File: src/rtl/lut6_frac_pkg.sv
package lut6_frac_pkg;

    localparam int unsigned NUM_IN   = 6;
    localparam int unsigned CFG_BITS = 1 << NUM_IN;

    // Outputs taken from the shared selection tree.
    typedef struct packed {
        logic lut4_lo;
        logic lut4_hi;
        logic lut5_lo;
        logic lut5_hi;
        logic lut6;
    } lut_taps_t;

    // Flat position of the first node of a tree level; level 0 holds the table.
    function automatic int unsigned level_base(input int unsigned level,
                                               input int unsigned leaves);
        return 2 * leaves - ((2 * leaves) >> level);
    endfunction

    function automatic int unsigned tree_nodes(input int unsigned leaves);
        return 2 * leaves - 1;
    endfunction

endpackage

File: src/rtl/lut_mux2.sv
module lut_mux2 (
    input  logic a0,
    input  logic a1,
    input  logic sel,
    output logic y
);
    assign y = sel ? a1 : a0;
endmodule

File: src/rtl/cfg_shift_chain.sv
module cfg_shift_chain #(
    parameter int unsigned WIDTH = 64
) (
    input  logic             clk,
    input  logic             rst,
    input  logic             shift_en,
    input  logic             ser_in,
    output logic             ser_out,
    output logic [WIDTH-1:0] store
);
    always_ff @(posedge clk) begin
        if (rst) begin
            store <= '0;
        end else if (shift_en) begin
            store <= {ser_in, store[WIDTH-1:1]};
        end
    end

    assign ser_out = store[0];

    p_clear_r1: assert property (@(posedge clk) rst |=> (store == '0))
        else $error("stored bits not cleared by reset");

    p_entry_r2: assert property (@(posedge clk) disable iff (rst)
        shift_en |=> (store[WIDTH-1] == $past(ser_in)))
        else $error("serial input not captured at top of chain");

    p_exit_r2: assert property (@(posedge clk) disable iff (rst)
        shift_en |=> (ser_out == $past(store[1])))
        else $error("chain output did not advance");

    p_hold_r3: assert property (@(posedge clk) disable iff (rst)
        !shift_en |=> $stable(store))
        else $error("stored bits changed without enable");
endmodule

File: src/rtl/lut_sel_tree.sv
module lut_sel_tree
    import lut6_frac_pkg::*;
#(
    parameter int unsigned K = 6
) (
    input  logic                clk,
    input  logic                rst,
    input  logic [(1<<K)-1:0]   table_bits,
    input  logic [K-1:0]        sel,
    output logic [2*(1<<K)-2:0] nodes
);
    localparam int unsigned LEAVES = 1 << K;
    localparam int unsigned TOTAL  = 2 * LEAVES - 1;
    localparam int unsigned ROOT   = TOTAL - 1;

    assign nodes[LEAVES-1:0] = table_bits;

    for (genvar lv = 1; lv <= K; lv++) begin : g_level
        localparam int unsigned CUR  = level_base(lv, LEAVES);
        localparam int unsigned PREV = level_base(lv - 1, LEAVES);
        for (genvar j = 0; j < (LEAVES >> lv); j++) begin : g_node
            lut_mux2 u_mux (
                .a0  (nodes[PREV + 2*j]),
                .a1  (nodes[PREV + 2*j + 1]),
                .sel (sel[lv-1]),
                .y   (nodes[CUR + j])
            );
        end
    end

    p_root_r4: assert property (@(posedge clk) disable iff (rst)
        nodes[ROOT] == table_bits[sel])
        else $error("tree root disagrees with direct table lookup");
endmodule

File: src/rtl/lut6_frac_top.sv
module lut6_frac_top
    import lut6_frac_pkg::*;
(
    input  logic              clk,
    input  logic              rst,
    input  logic              cfg_en,
    input  logic              cfg_din,
    input  logic [NUM_IN-1:0] din,
    output logic              lut4_lo,
    output logic              lut4_hi,
    output logic              lut5_lo,
    output logic              lut5_hi,
    output logic              lut6_out,
    output logic              cfg_dout
);
    localparam int unsigned NODES = tree_nodes(CFG_BITS);
    localparam int unsigned OFF4  = level_base(NUM_IN - 2, CFG_BITS);
    localparam int unsigned OFF5  = level_base(NUM_IN - 1, CFG_BITS);
    localparam int unsigned OFF6  = level_base(NUM_IN, CFG_BITS);

    logic [CFG_BITS-1:0] table_q;
    logic [NODES-1:0]    node_v;
    lut_taps_t           taps;

    cfg_shift_chain #(.WIDTH(CFG_BITS)) u_chain (
        .clk      (clk),
        .rst      (rst),
        .shift_en (cfg_en),
        .ser_in   (cfg_din),
        .ser_out  (cfg_dout),
        .store    (table_q)
    );

    lut_sel_tree #(.K(NUM_IN)) u_tree (
        .clk        (clk),
        .rst        (rst),
        .table_bits (table_q),
        .sel        (din),
        .nodes      (node_v)
    );

    always_comb begin
        taps.lut4_lo = node_v[OFF4];
        taps.lut4_hi = node_v[OFF4 + 1];
        taps.lut5_lo = node_v[OFF5];
        taps.lut5_hi = node_v[OFF5 + 1];
        taps.lut6    = node_v[OFF6];
    end

    assign lut4_lo  = taps.lut4_lo;
    assign lut4_hi  = taps.lut4_hi;
    assign lut5_lo  = taps.lut5_lo;
    assign lut5_hi  = taps.lut5_hi;
    assign lut6_out = taps.lut6;

    p_root_compose_r4: assert property (@(posedge clk) disable iff (rst)
        lut6_out == (din[NUM_IN-1] ? lut5_hi : lut5_lo))
        else $error("root output not built from the 5-input taps");

    p_five_compose_r5: assert property (@(posedge clk) disable iff (rst)
        lut5_lo == (din[NUM_IN-2] ? lut4_hi : lut4_lo))
        else $error("low 5-input tap not built from the 4-input taps");

    p_four_lookup_r6: assert property (@(posedge clk) disable iff (rst)
        lut4_hi == table_q[{2'b01, din[NUM_IN-3:0]}])
        else $error("upper 4-input tap wrong");
endmodule

File: config.mk
export PLATFORM = sky130hd
export DESIGN_NAME = lut6_frac_top
export DESIGN_NICKNAME = d
export VERILOG_FILES = /design/src/rtl/lut6_frac_pkg.sv /design/src/rtl/lut_mux2.sv /design/src/rtl/cfg_shift_chain.sv /design/src/rtl/lut_sel_tree.sv /design/src/rtl/lut6_frac_top.sv
export SDC_FILE = /design/constraint.sdc
export NUM_CORES = 1
export LEC_CHECK = 0
export BUFFER_PORTS_ARGS = -buffer_cell sky130_fd_sc_hd__buf_2
export CAP_MARGIN = 20
export CELL_PAD_IN_SITES_DETAIL_PLACEMENT = 1
export CELL_PAD_IN_SITES_GLOBAL_PLACEMENT = 1
export CORE_AREA = 2 2 77 79
export CTS_BUF_LIST = sky130_fd_sc_hd__clkbuf_16
export DETAILED_ROUTE_END_ITERATION = 10
export DIE_AREA = 0 0 79 81
export PLACE_DENSITY_LB_ADDON = 0.1
export SLEW_MARGIN = 20
export SYNTH_ARGS = -nofsm -noshare
export SYNTH_HDL_FRONTEND = slang
export SYNTH_SLANG_ARGS = --single-unit
File: constraint.sdc
create_clock -name clk -period 4.93 [get_ports clk]
set_clock_uncertainty 0.05 [all_clocks]
set_input_delay 0.493 -clock clk [delete_from_list [all_inputs] [get_ports clk]]
set_output_delay 0.493 -clock clk [all_outputs]
set_load 0.02 [all_outputs]
Word level (Yosys, flattened, before mapping)
Index checks and enable logic that the tools add are counted.
{"block": "word_totals", "reg_bits": 64, "input_bits": 10, "out_inout_bits": 6, "word_cells": 64}
{"block": "op_classes", "mux": 63}
{"operator": "2-to-1 mux 1 bit", "count": 63}

Longest topological paths before layout
Gate-level depths: netlist of the first run.
{"block": "logic_depth", "ltp_word": 6, "ltp_mapped": 7, "ltp_nobuf": 5}

By module
A second synthesis of the first run with hierarchy kept.
{"block": "unflattened", "hier_cells": 334, "area_unflattened_um2": 3724.8}
{"module": "cfg_shift_chain", "instances": 1, "cells_per_inst": 207, "area_per_inst_um2": 2298.5, "seq_area_each_um2": 1281.2}
{"module": "lut_mux2", "instances": 63, "cells_per_inst": 1, "area_per_inst_um2": 15.0, "seq_area_each_um2": 0.0}
{"module": "lut_sel_tree", "instances": 1, "cells_per_inst": 64, "area_per_inst_um2": 480.5, "seq_area_each_um2": 0.0}

Worst setup path after synthesis of the first run
Ideal clock, no wire load.
{"block": "synth_timing", "kind": "input port to output port", "startpoint": "input din[0]", "endpoint": "output lut6_out", "t_arrival_ns": 2.106, "required_ns": 4.387, "setup_slack_ns": 2.281, "stages": 6, "path_buffers": 1, "path_cell_list": "buf_6 mux4_1 mux4_2 mux2_4 nor2_2 a31oi_1"}
{"block": "synth_via", "elab_chain_len": 6, "elab_cells_between_ends": 63, "classes_between": "mux (63)"}
{"element": "start: declaration", "line_no": "lut6_frac_top.sv:8", "source": "input logic [NUM_IN-1:0] din,"}
{"element": "2-to-1 mux 1 bit (4 in a row)", "line_no": "lut_mux2.sv:7", "source": "assign y = sel ? a1 : a0;"}
{"element": "2-to-1 mux 1 bit *", "line_no": "lut_mux2.sv:7"}
{"element": "via lut5_hi", "line_no": "lut6_frac_top.sv:12", "source": "output logic lut5_hi,"}
{"element": "2-to-1 mux 1 bit *", "line_no": "lut_mux2.sv:7"}
{"element": "end: declaration", "line_no": "lut6_frac_top.sv:13", "source": "output logic lut6_out,"}
The timed path passes the listed nets; every way through them passes the cells marked *.

Worst setup path in the final report of the first run
{"block": "layout_timing", "startpoint": "input din[0]", "endpoint": "output lut6_out"}
{"block": "layout_via", "elab_chain_len": 6, "elab_cells_between_ends": 63, "classes_between": "mux (63)"}
{"element": "2-to-1 mux 1 bit (5 in a row)", "line_no": "lut_mux2.sv:7"}
{"element": "2-to-1 mux 1 bit *", "line_no": "lut_mux2.sv:7"}
Mark *: on every way between the ends. The rest lies on a longest branch, timed or not.

==> reports/results.txt, run 1 <==
The share of synthesized flip-flops with an asynchronous set or reset was 0. Counting every sink on the clock net gives 64. Setup repair after global routing left no endpoint under its margin. The register with the most flip-flops in the layout has 64 of them. Along the worst path, the maximum fanout reaches 18. The largest individual stage delay along the critical path comes from the cell sky130_fd_sc_hd__mux4_1.

Sorting the synthesized cells by how often they occur yields 67 x sky130_fd_sc_hd__mux2i_1, 64 x sky130_fd_sc_hd__dfxtp_1, 64 x sky130_fd_sc_hd__nor2_1, 17 x sky130_fd_sc_hd__clkbuf_1, 11 x sky130_fd_sc_hd__mux4_2. Aggregate global routing overflow: 0. At the worst endpoint, the arrival time is 2.61 ns. The first-pass GRT wire length was 9390 um. The detail route stage leaves a number of antenna-violating nets equal to 0. Each instance of the synthesized netlist takes up on average 11.1 um2. Required arrival time at the worst endpoint: 4.39 ns. TritonCTS built the clock tree.

By area the synthesized netlist is led by sky130_fd_sc_hd__dfxtp_1 45%, sky130_fd_sc_hd__mux2i_1 24%, sky130_fd_sc_hd__mux4_2 8.8%. Setup slack on the worst reg-to-reg path comes out at 4.19 ns. On the worst path, the slowest cell contributes a delay of 0.62 ns. The tools report the leakage power summed over all cells as 1.41 nW. The logs give 0 for the number of max-slew violations in the final report and 16 for the I/O pin count. Subtracting the final worst setup slack from the clock period gives 3.15 ns. The worst-case IR drop observed on VDD is 0.286 mV.

The number of inserted diodes is 0. The total count of hold-check failures in the final report is 0. The total global-route track usage was 0.193; the via density per instance was 5.44.

The tools report the worst-case headroom to the max-slew limit as 0.307. The max-cap check violation count is 0, and the routed wire length per instance is 16.1 um. The total of fill cells in the finished design was 630; the number of enable-type register cells in the synthesized netlist was 0.

After routing the design area is 3170 um2. In this run the clock root is driven by a sky130_fd_sc_hd__clkbuf_16. Routability-driven placement finished with a final weighted congestion of 0.684. Buffers added to address setup during post-CTS repair amount to 0. Post-layout total power: 1.12 mW.

For the initial antenna violation count, the log shows 0. Walking the worst path, the cells encountered are buf_2, mux4_1, mux4_2, mux2_4, nor2_2, a31oi_1, buf_2. After clock tree synthesis, the clock-pin slew on the worst setup and hold paths is 0.05 ns.

The signed area change from the synthesized netlist to the final layout works out to 12.4%. The placed instances occupy a cell area of 2920 um2. The initialized floorplan defines 28 standard-cell rows. The total power divided by cell area was 354 nW/um2.

For the number of H-tree branching levels, the log shows 3. After synthesis the netlist holds a flip-flop and latch count of 64. The library cell with the largest summed area after synthesis is sky130_fd_sc_hd__dfxtp_1.

In the final timing run, aggregate negative setup slack is 0 ns. The worst setup path is captured at an output port. The flow ran to the end, and the final reports show no timing, DRC or antenna violations. The die covers 6400 um2.

In the final layout, the registers with the most flip-flops are u_chain.store (64). The core region is 5680 um2. The share of layout cells above drive strength 1 came out at 0.165. The cell area that synthesis handed to floorplanning was 2820 um2. Synthesis produced 255 cells. Input and output buffers added on the ports amount to 15.

The clock reaches the later pin of the worst-skew pair after 0.32 ns. For this block, the via count after detailed routing is 1861. Entering global routing, the biggest net connects 65 pins. For the total setup violations reported at the end of the flow, the log shows 0.

The final period utilization is 0.640. In the routed design, unresolved DRC markers number 0. Yosys instantiated no cell more often than sky130_fd_sc_hd__mux2i_1.

In this run, post-CTS repair resized a total of 0 instances. The wire length after detailed routing was 5500 um. The dominant register cell in the synthesized netlist was sky130_fd_sc_hd__dfxtp_1. The die is 81 um tall.

The worst setup path is launched from an input port. The detailed router finished its first iteration with 70 violations. The classification of the worst setup path was in -> out. When the netlist entered floorplanning its net count stood at 265. Yosys mapped the design onto 22 distinct sky130hd cell types. Initial core utilization: 0.498. The transition time at the pin with the least slew margin is 1.04 ns, and the detailed placer's ending HPWL is 3450 um.

In the final design database the tool counted 272 nets. For the maximum operating frequency, the log shows 317 MHz. In this run the worst hold path is classified as in -> reg. The area share of the leading cell type in the synthesized netlist works out to 0.454.

Most repeated library cell on the critical path: sky130_fd_sc_hd__buf_2. The first TritonRoute pass finished after 4 iterations. In this run the horizontal extent of the chip is 79 um. The register containing the most flip-flops in the final layout was u_chain.store. Counting along the longest clock path gives a buffer depth of 2. For the number of global-route vias before repair, the log shows 1875. The total clock buffers created by CTS is 9. The logs give 0.454 for the sequential fraction of the synthesis area and 0 for the hold buffer count at CTS. The number of warnings printed during yosys synthesis came out at 0.
[through the flow]
| step | setup slack [ns] | hold slack [ns] | std cells | utilization |
|---|---|---|---|---|
| after floorplan | 2.28 | 0.425 | 255 | - |
| after global routing | 1.66 | 0.410 | 342 | 0.559 |
| after global placement | 1.76 | 0.447 | 326 | 0.514 |
| after CTS | 1.74 | 0.353 | 342 | 0.559 |
| final | 1.78 | 0.361 | 342 | 0.559 |
| after detailed placement | 1.74 | 0.455 | 326 | 0.514 |
[metal layers]
metal,global-route usage,part of all wire,up-vias
li1,-,-,917
met1,0.245,0.47,917
met2,0.316,0.49,22
met3,0.0544,0.032,5
met4,0.0707,0.0096,0
met5,0,0,-
[kinds of logic after synthesis]
family / Yosys count / synth area share
mux: 88 / 0.393
compound gates: 5 / 0.0137
buf+inv: 21 / 0.0310
flops: 64 / 0.454
simple gates: 77 / 0.109
[cells in the final DEF, fill, tap and decap left out, drive strengths merged]
master / n
nor2b: 2
nand2: 5
mux2i: 67
mux2: 5
inv: 3
a211o: 1
nor3: 2
nor3b: 1
a31oi: 1
clkbuf: 9
clkinv: 6
o22ai: 1
nand3: 1
mux4: 16
nor2: 65
o221ai: 2
nand2b: 1
dfxtp: 64
buf: 15
[final timing paths]
check / start / end / cells past startpoint
max: din[0] / lut6_out / 7
min: cfg_din / u_chain.store[63] / 3
max reg2reg: u_chain.store[45] / u_chain.store[45] / 2
min reg2reg: u_chain.store[57] / u_chain.store[57] / 2
[worst max-delay path: cells and delay by family]
family / cells / cell delay (ns)
mux: 3 / 1.42
simple gates: 1 / 0.08
buf+inv: 2 / 0.58
compound gates: 1 / 0.04
[final cells by class]
class                           count  area, um2  area share
Clock buffer                        9        225      0.0710
Inverter                            2       7.51     0.00237
Timing Repair Buffer               15       80.1      0.0252
Tap cell                           75       93.8      0.0296
Clock inverter                      7       30.0     0.00946
Multi-Input combinational cell    170       1460       0.459
Sequential cell                    64       1280       0.404
[report_power, final]
| part | switching [mW] | leakage, nW | internal, mW |
|---|---|---|---|
| clock | 0.212 | 0.133 | 0.329 |
| sequential | 0.000795 | 0.515 | 0.519 |
| combinational | 0.0368 | 0.766 | 0.0243 |
Note: power is estimated with default switching activity, not from simulation.
==> run 2, diff against run 1 <==
--- a/config.mk
+++ b/config.mk
@@ -5,14 +5,15 @@
 export SDC_FILE = /design/constraint.sdc
 export NUM_CORES = 1
 export LEC_CHECK = 0
+export ABC_AREA = 1
 export BUFFER_PORTS_ARGS = -buffer_cell sky130_fd_sc_hd__buf_2
 export CAP_MARGIN = 20
 export CELL_PAD_IN_SITES_DETAIL_PLACEMENT = 1
 export CELL_PAD_IN_SITES_GLOBAL_PLACEMENT = 1
-export CORE_AREA = 2 2 77 79
+export CORE_AREA = 2 2 85 87
 export CTS_BUF_LIST = sky130_fd_sc_hd__clkbuf_16
 export DETAILED_ROUTE_END_ITERATION = 10
-export DIE_AREA = 0 0 79 81
+export DIE_AREA = 0 0 87 89
 export PLACE_DENSITY_LB_ADDON = 0.1
 export SLEW_MARGIN = 20
 export SYNTH_ARGS = -nofsm -noshare
==> constraint.sdc (replaced) <==
create_clock -name clk -period 3.1 [get_ports clk]
set_clock_uncertainty 0.05 [all_clocks]
set_input_delay 0.31 -clock clk [delete_from_list [all_inputs] [get_ports clk]]
set_output_delay 0.31 -clock clk [all_outputs]
set_load 0.02 [all_outputs]
==> reports/results.txt, run 2 <==
The flow ran to the end, and the final reports show no timing, DRC or antenna violations. Setup repair after global routing left no endpoint under its margin. For the number of search-and-repair iterations in the first detailed-routing pass, the log shows 4 (unchanged).

The total of buffers placed on input and output ports works out to 15 (unchanged). The commonest non-fill, non-tap cell in the layout is sky130_fd_sc_hd__nand2_1. The switching power was 510 uW (+100%); the total clock buffers created by CTS was 9 (unchanged). For the sink count of the clock tree, the log shows 64 (unchanged). The tools report the distinct cell type count after synthesis as 18 (-18%). The critical path endpoint category was an output port. The sequential fraction of the synthesis area is 0.434 (-0.0192), and the final antenna-violating net count is 0 (unchanged). The time the worst path needs with I/O delays and setup works out to 2.19 ns. The logs give 2683 (+44%) for the count of vias placed by the detailed router and 3 (unchanged) for the number of H-tree branching levels.

Timing would allow up to 456 MHz. The final period utilization was 0.707. The critical path goes through buf_2, inv_2, nand2_1, nand3_1, nand3_1, nand2_1, nand2_1, nand3_1, nand3_1, nand2_1, buf_2. The floorplan core area came out at 6720 um2 (+18%). The clock transition at the register clock pins on the worst setup and hold paths after CTS is 0.05 ns (about the same), and the cell area after placement is 2980 um2 (+2.1%). The library cell with the largest summed area after synthesis was sky130_fd_sc_hd__dfxtp_1. By area the synthesized netlist is led by sky130_fd_sc_hd__dfxtp_1 43%, sky130_fd_sc_hd__nand2_1 17%, sky130_fd_sc_hd__a211oi_1 8.1%. The classification of the worst setup path was in -> out.

The I/O pin count was 16 (unchanged); the total negative slack was 0 ns (unchanged). The run gives 0.909 ns (-0.868 ns) as the minimum setup slack in the final design. For the detailed router's first-iteration violation count, the log shows 142 (+100%).

u_chain.store holds more flip-flops than any other register. Synthesized area divided by synthesized cell count: 7.06 um2 (-36%). The top cell types in the final layout, fill and taps aside, are 134 x sky130_fd_sc_hd__nand2_1, 64 x sky130_fd_sc_hd__dfxtp_1, 47 x sky130_fd_sc_hd__nand3_1.

The fraction of power spent switching nets was 0.241 (+0.0191); the number of global-route vias before repair was 2538 (+35%). The tools report the clock network latency to the later pin of the worst-skew pair as 0.33 ns (about the same). In the synthesized netlist, the cells that appear most often are 134 x sky130_fd_sc_hd__nand2_1, 64 x sky130_fd_sc_hd__dfxtp_1, 47 x sky130_fd_sc_hd__nand3_1. The hold buffer count at CTS was 0 (unchanged); the number of standard cells after synthesis was 418 (+64%).

The number of register bits inferred by synthesis is 64 (unchanged), and the overall die width is 87 um (+10%). The cell with the largest stage delay on the worst path was sky130_fd_sc_hd__inv_2. The logs give 30 (+7.1%) for the row count and 1.28 nW (-9.6%) for the leakage power summed over all cells. The share of power burned in combinational logic was 0.095 (+0.041). For the clock network fraction of design power, the log shows 0.496 (+0.014). The total of fill cells in the finished design is 870 (+38%). The cell chosen for the clock root was sky130_fd_sc_hd__clkbuf_16.

The largest stage delay on the critical path was 0.39 ns (-0.23 ns); the final instance area was 3280 um2 (+3.5%). For the required arrival time at the worst endpoint, the log shows 2.74 ns (-1.65 ns). The biggest fanout along the worst timing path is 27 (+9). The total setup violations reported at the end of the flow is 0 (unchanged). The share of synthesized flip-flops with an asynchronous set or reset works out to 0 (unchanged). The signed area change from the synthesized netlist to the final layout is 11.3%, and the number of inserted diodes is 0 (unchanged). The number of flip-flops in the largest register is 64 (unchanged), and the count of instances resized after the clock tree is built is 0 (unchanged). The run gives 427 (+57%) as the post-layout net count.

Routability congestion estimate: 0.778 (+14%). The initial antenna violation count is 0 (unchanged), and the initial core utilization is 0.439 (-0.0587). The maximum resistive drop on vdd is 0.320 mV (+12%). In the final layout, the registers with the most flip-flops are u_chain.store (64). The share of layout cells above drive strength 1 was 0.0900 (-0.0747); the number of enable-type register cells in the synthesized netlist was 0 (unchanged). TritonCTS built the clock tree.

For the number of max-slew violations in the final report, the log shows 0 (unchanged). The total power divided by cell area works out to 643 nW/um2 (+82%). The maximum number of pins on one net before global-route repair was 85 (+31%); the worst-case headroom to the max-slew limit was 0.456 (+0.149). The run gives 0 (unchanged) as the max-cap check violation count.

Number of warnings printed during yosys synthesis: 0 (unchanged). The worst setup path is launched from an input port. The number of remaining DRC errors is 0 (unchanged), and the worst hold-check slack is 0.174 ns (-0.187 ns).

Total global-route track usage: 0.212 (+0.0190). The most used flip-flop cell after synthesis is sky130_fd_sc_hd__dfxtp_1. Routed wire length per instance: 14.9 um (-7.4%). The transition time at the pin with the least slew margin came out at 0.816 ns (-0.223 ns).

The die extent in y came out at 89 um (+9.9%). Among all cell types in the netlist, the one instantiated most often is sky130_fd_sc_hd__nand2_1. The path type of the worst min-delay path is in -> reg.

The via density per instance is 5.34 (-1.8%). The pre-CTS setup slack was 0.949 ns (-0.788 ns); the netlist area before placement was 2950 um2 (+4.4%). The first-pass GRT wire length is 12700 um (+36%). The area share of the leading cell type in the synthesized netlist is 0.434 (-0.0192), and the data arrival time of the critical path is 1.83 ns (-0.78 ns). The logs give 0.410 (-0.053) for the power share of the sequential group and 4540 um (+32%) for the detailed placer's ending HPWL.

The wire length after detailed routing was 7480 um (+36%). The logs give 0 (unchanged) for the post-CTS setup-driven buffer insertion count and 0 (unchanged) for the total count of hold-check failures in the final report. For the internal power contribution, the log shows 1.60 mW (+84%). The die area was 7740 um2 (+21%). The net count of the mapped netlist is 428 (+62%). The number of buffers between clock root and the deepest sink is 2 (unchanged), and the aggregate global routing overflow is 0 (unchanged). The fraction of the core area covered by cells at the end of the flow is 0.489 (-0.0704).
run 2: changes by cell type in the layout (fill, tap and decap cells not counted), sizes merged, moves of 3 or more:
cell / previous run / this run
buf: 15 / 18
mux2i: 67 / 0
mux4: 16 / 0
nand3: 1 / 53
mux2: 5 / 0
nor2: 65 / 32
a211oi: 0 / 32
o211ai: 0 / 5
clkinv: 6 / 3
a21oi: 0 / 32
inv: 3 / 36
nand2: 5 / 134
run 2: logic make-up after synthesis:
family,share of synthesized area
AND/OR/NAND/NOR,0.316
AO/OA/AOI/OAI,0.148
buffers and inverters,0.101
flip-flops,0.434
run 2: power by group through the flow:
stage | Sequential (mW) | Clock [mW] | Combinational [mW]
2_1_floorplan | 0.880 | 0 | 0.157
3_3_place_gp | 0.882 | 0 | 0.196
5_1_grt | 0.868 | 1.11 | 0.226
6_report | 0.866 | 1.05 | 0.200
4_1_cts | 0.865 | 1.07 | 0.202
3_5_place_dp | 0.883 | 0 | 0.200
run 2: routing by layer:
| metal | global-route usage | wire [um] | share of wire | vias to the layer above |
|---|---|---|---|---|
| met5 | 0 | 0 | 0 | - |
| met4 | 0.0923 | 135 | 0.018 | 0 |
| met3 | 0.0397 | 165 | 0.022 | 11 |
| met2 | 0.327 | 3310 | 0.44 | 27 |
| met1 | 0.290 | 3860 | 0.52 | 1283 |
| li1 | - | - | - | 1362 |
run 2: path summary, 6_finish.rpt:
| path | slack [ns] | end | startpoint | cells after the start |
|---|---|---|---|---|
| setup / recovery | 0.91 | lut6_out | din[0] | 11 |
| hold / removal | 0.17 | u_chain.store[63] | cfg_din | 3 |
| setup reg to reg | 2.35 | u_chain.store[31] | u_chain.store[31] | 2 |
| hold reg to reg | 0.42 | u_chain.store[11] | u_chain.store[12] | 2 |
run 2: area by class of cell:
cell class	count	area, um2	share of cell area
sequential	64	1280	0.390
clock buffer	9	225	0.0686
timing repair buffer	18	100	0.0305
multi-input combinational	290	1370	0.417
tap	80	100	0.0305
clock inverter	7	80.1	0.0244
inverter	34	128	0.0389
run 2: worst max-delay path, delay by kind of cell:
family / cells / cell delay (ns)
buffers and inverters: 3 / 0.75
and+or+nand+nor: 8 / 0.75
run 2: stage by stage:
stage          power, mW  cells
3_5_place_dp        1.08    486
4_1_cts             2.14    502
5_1_grt             2.20    502
2_1_floorplan       1.04    418
6_report            2.11    502
3_3_place_gp        1.08    486
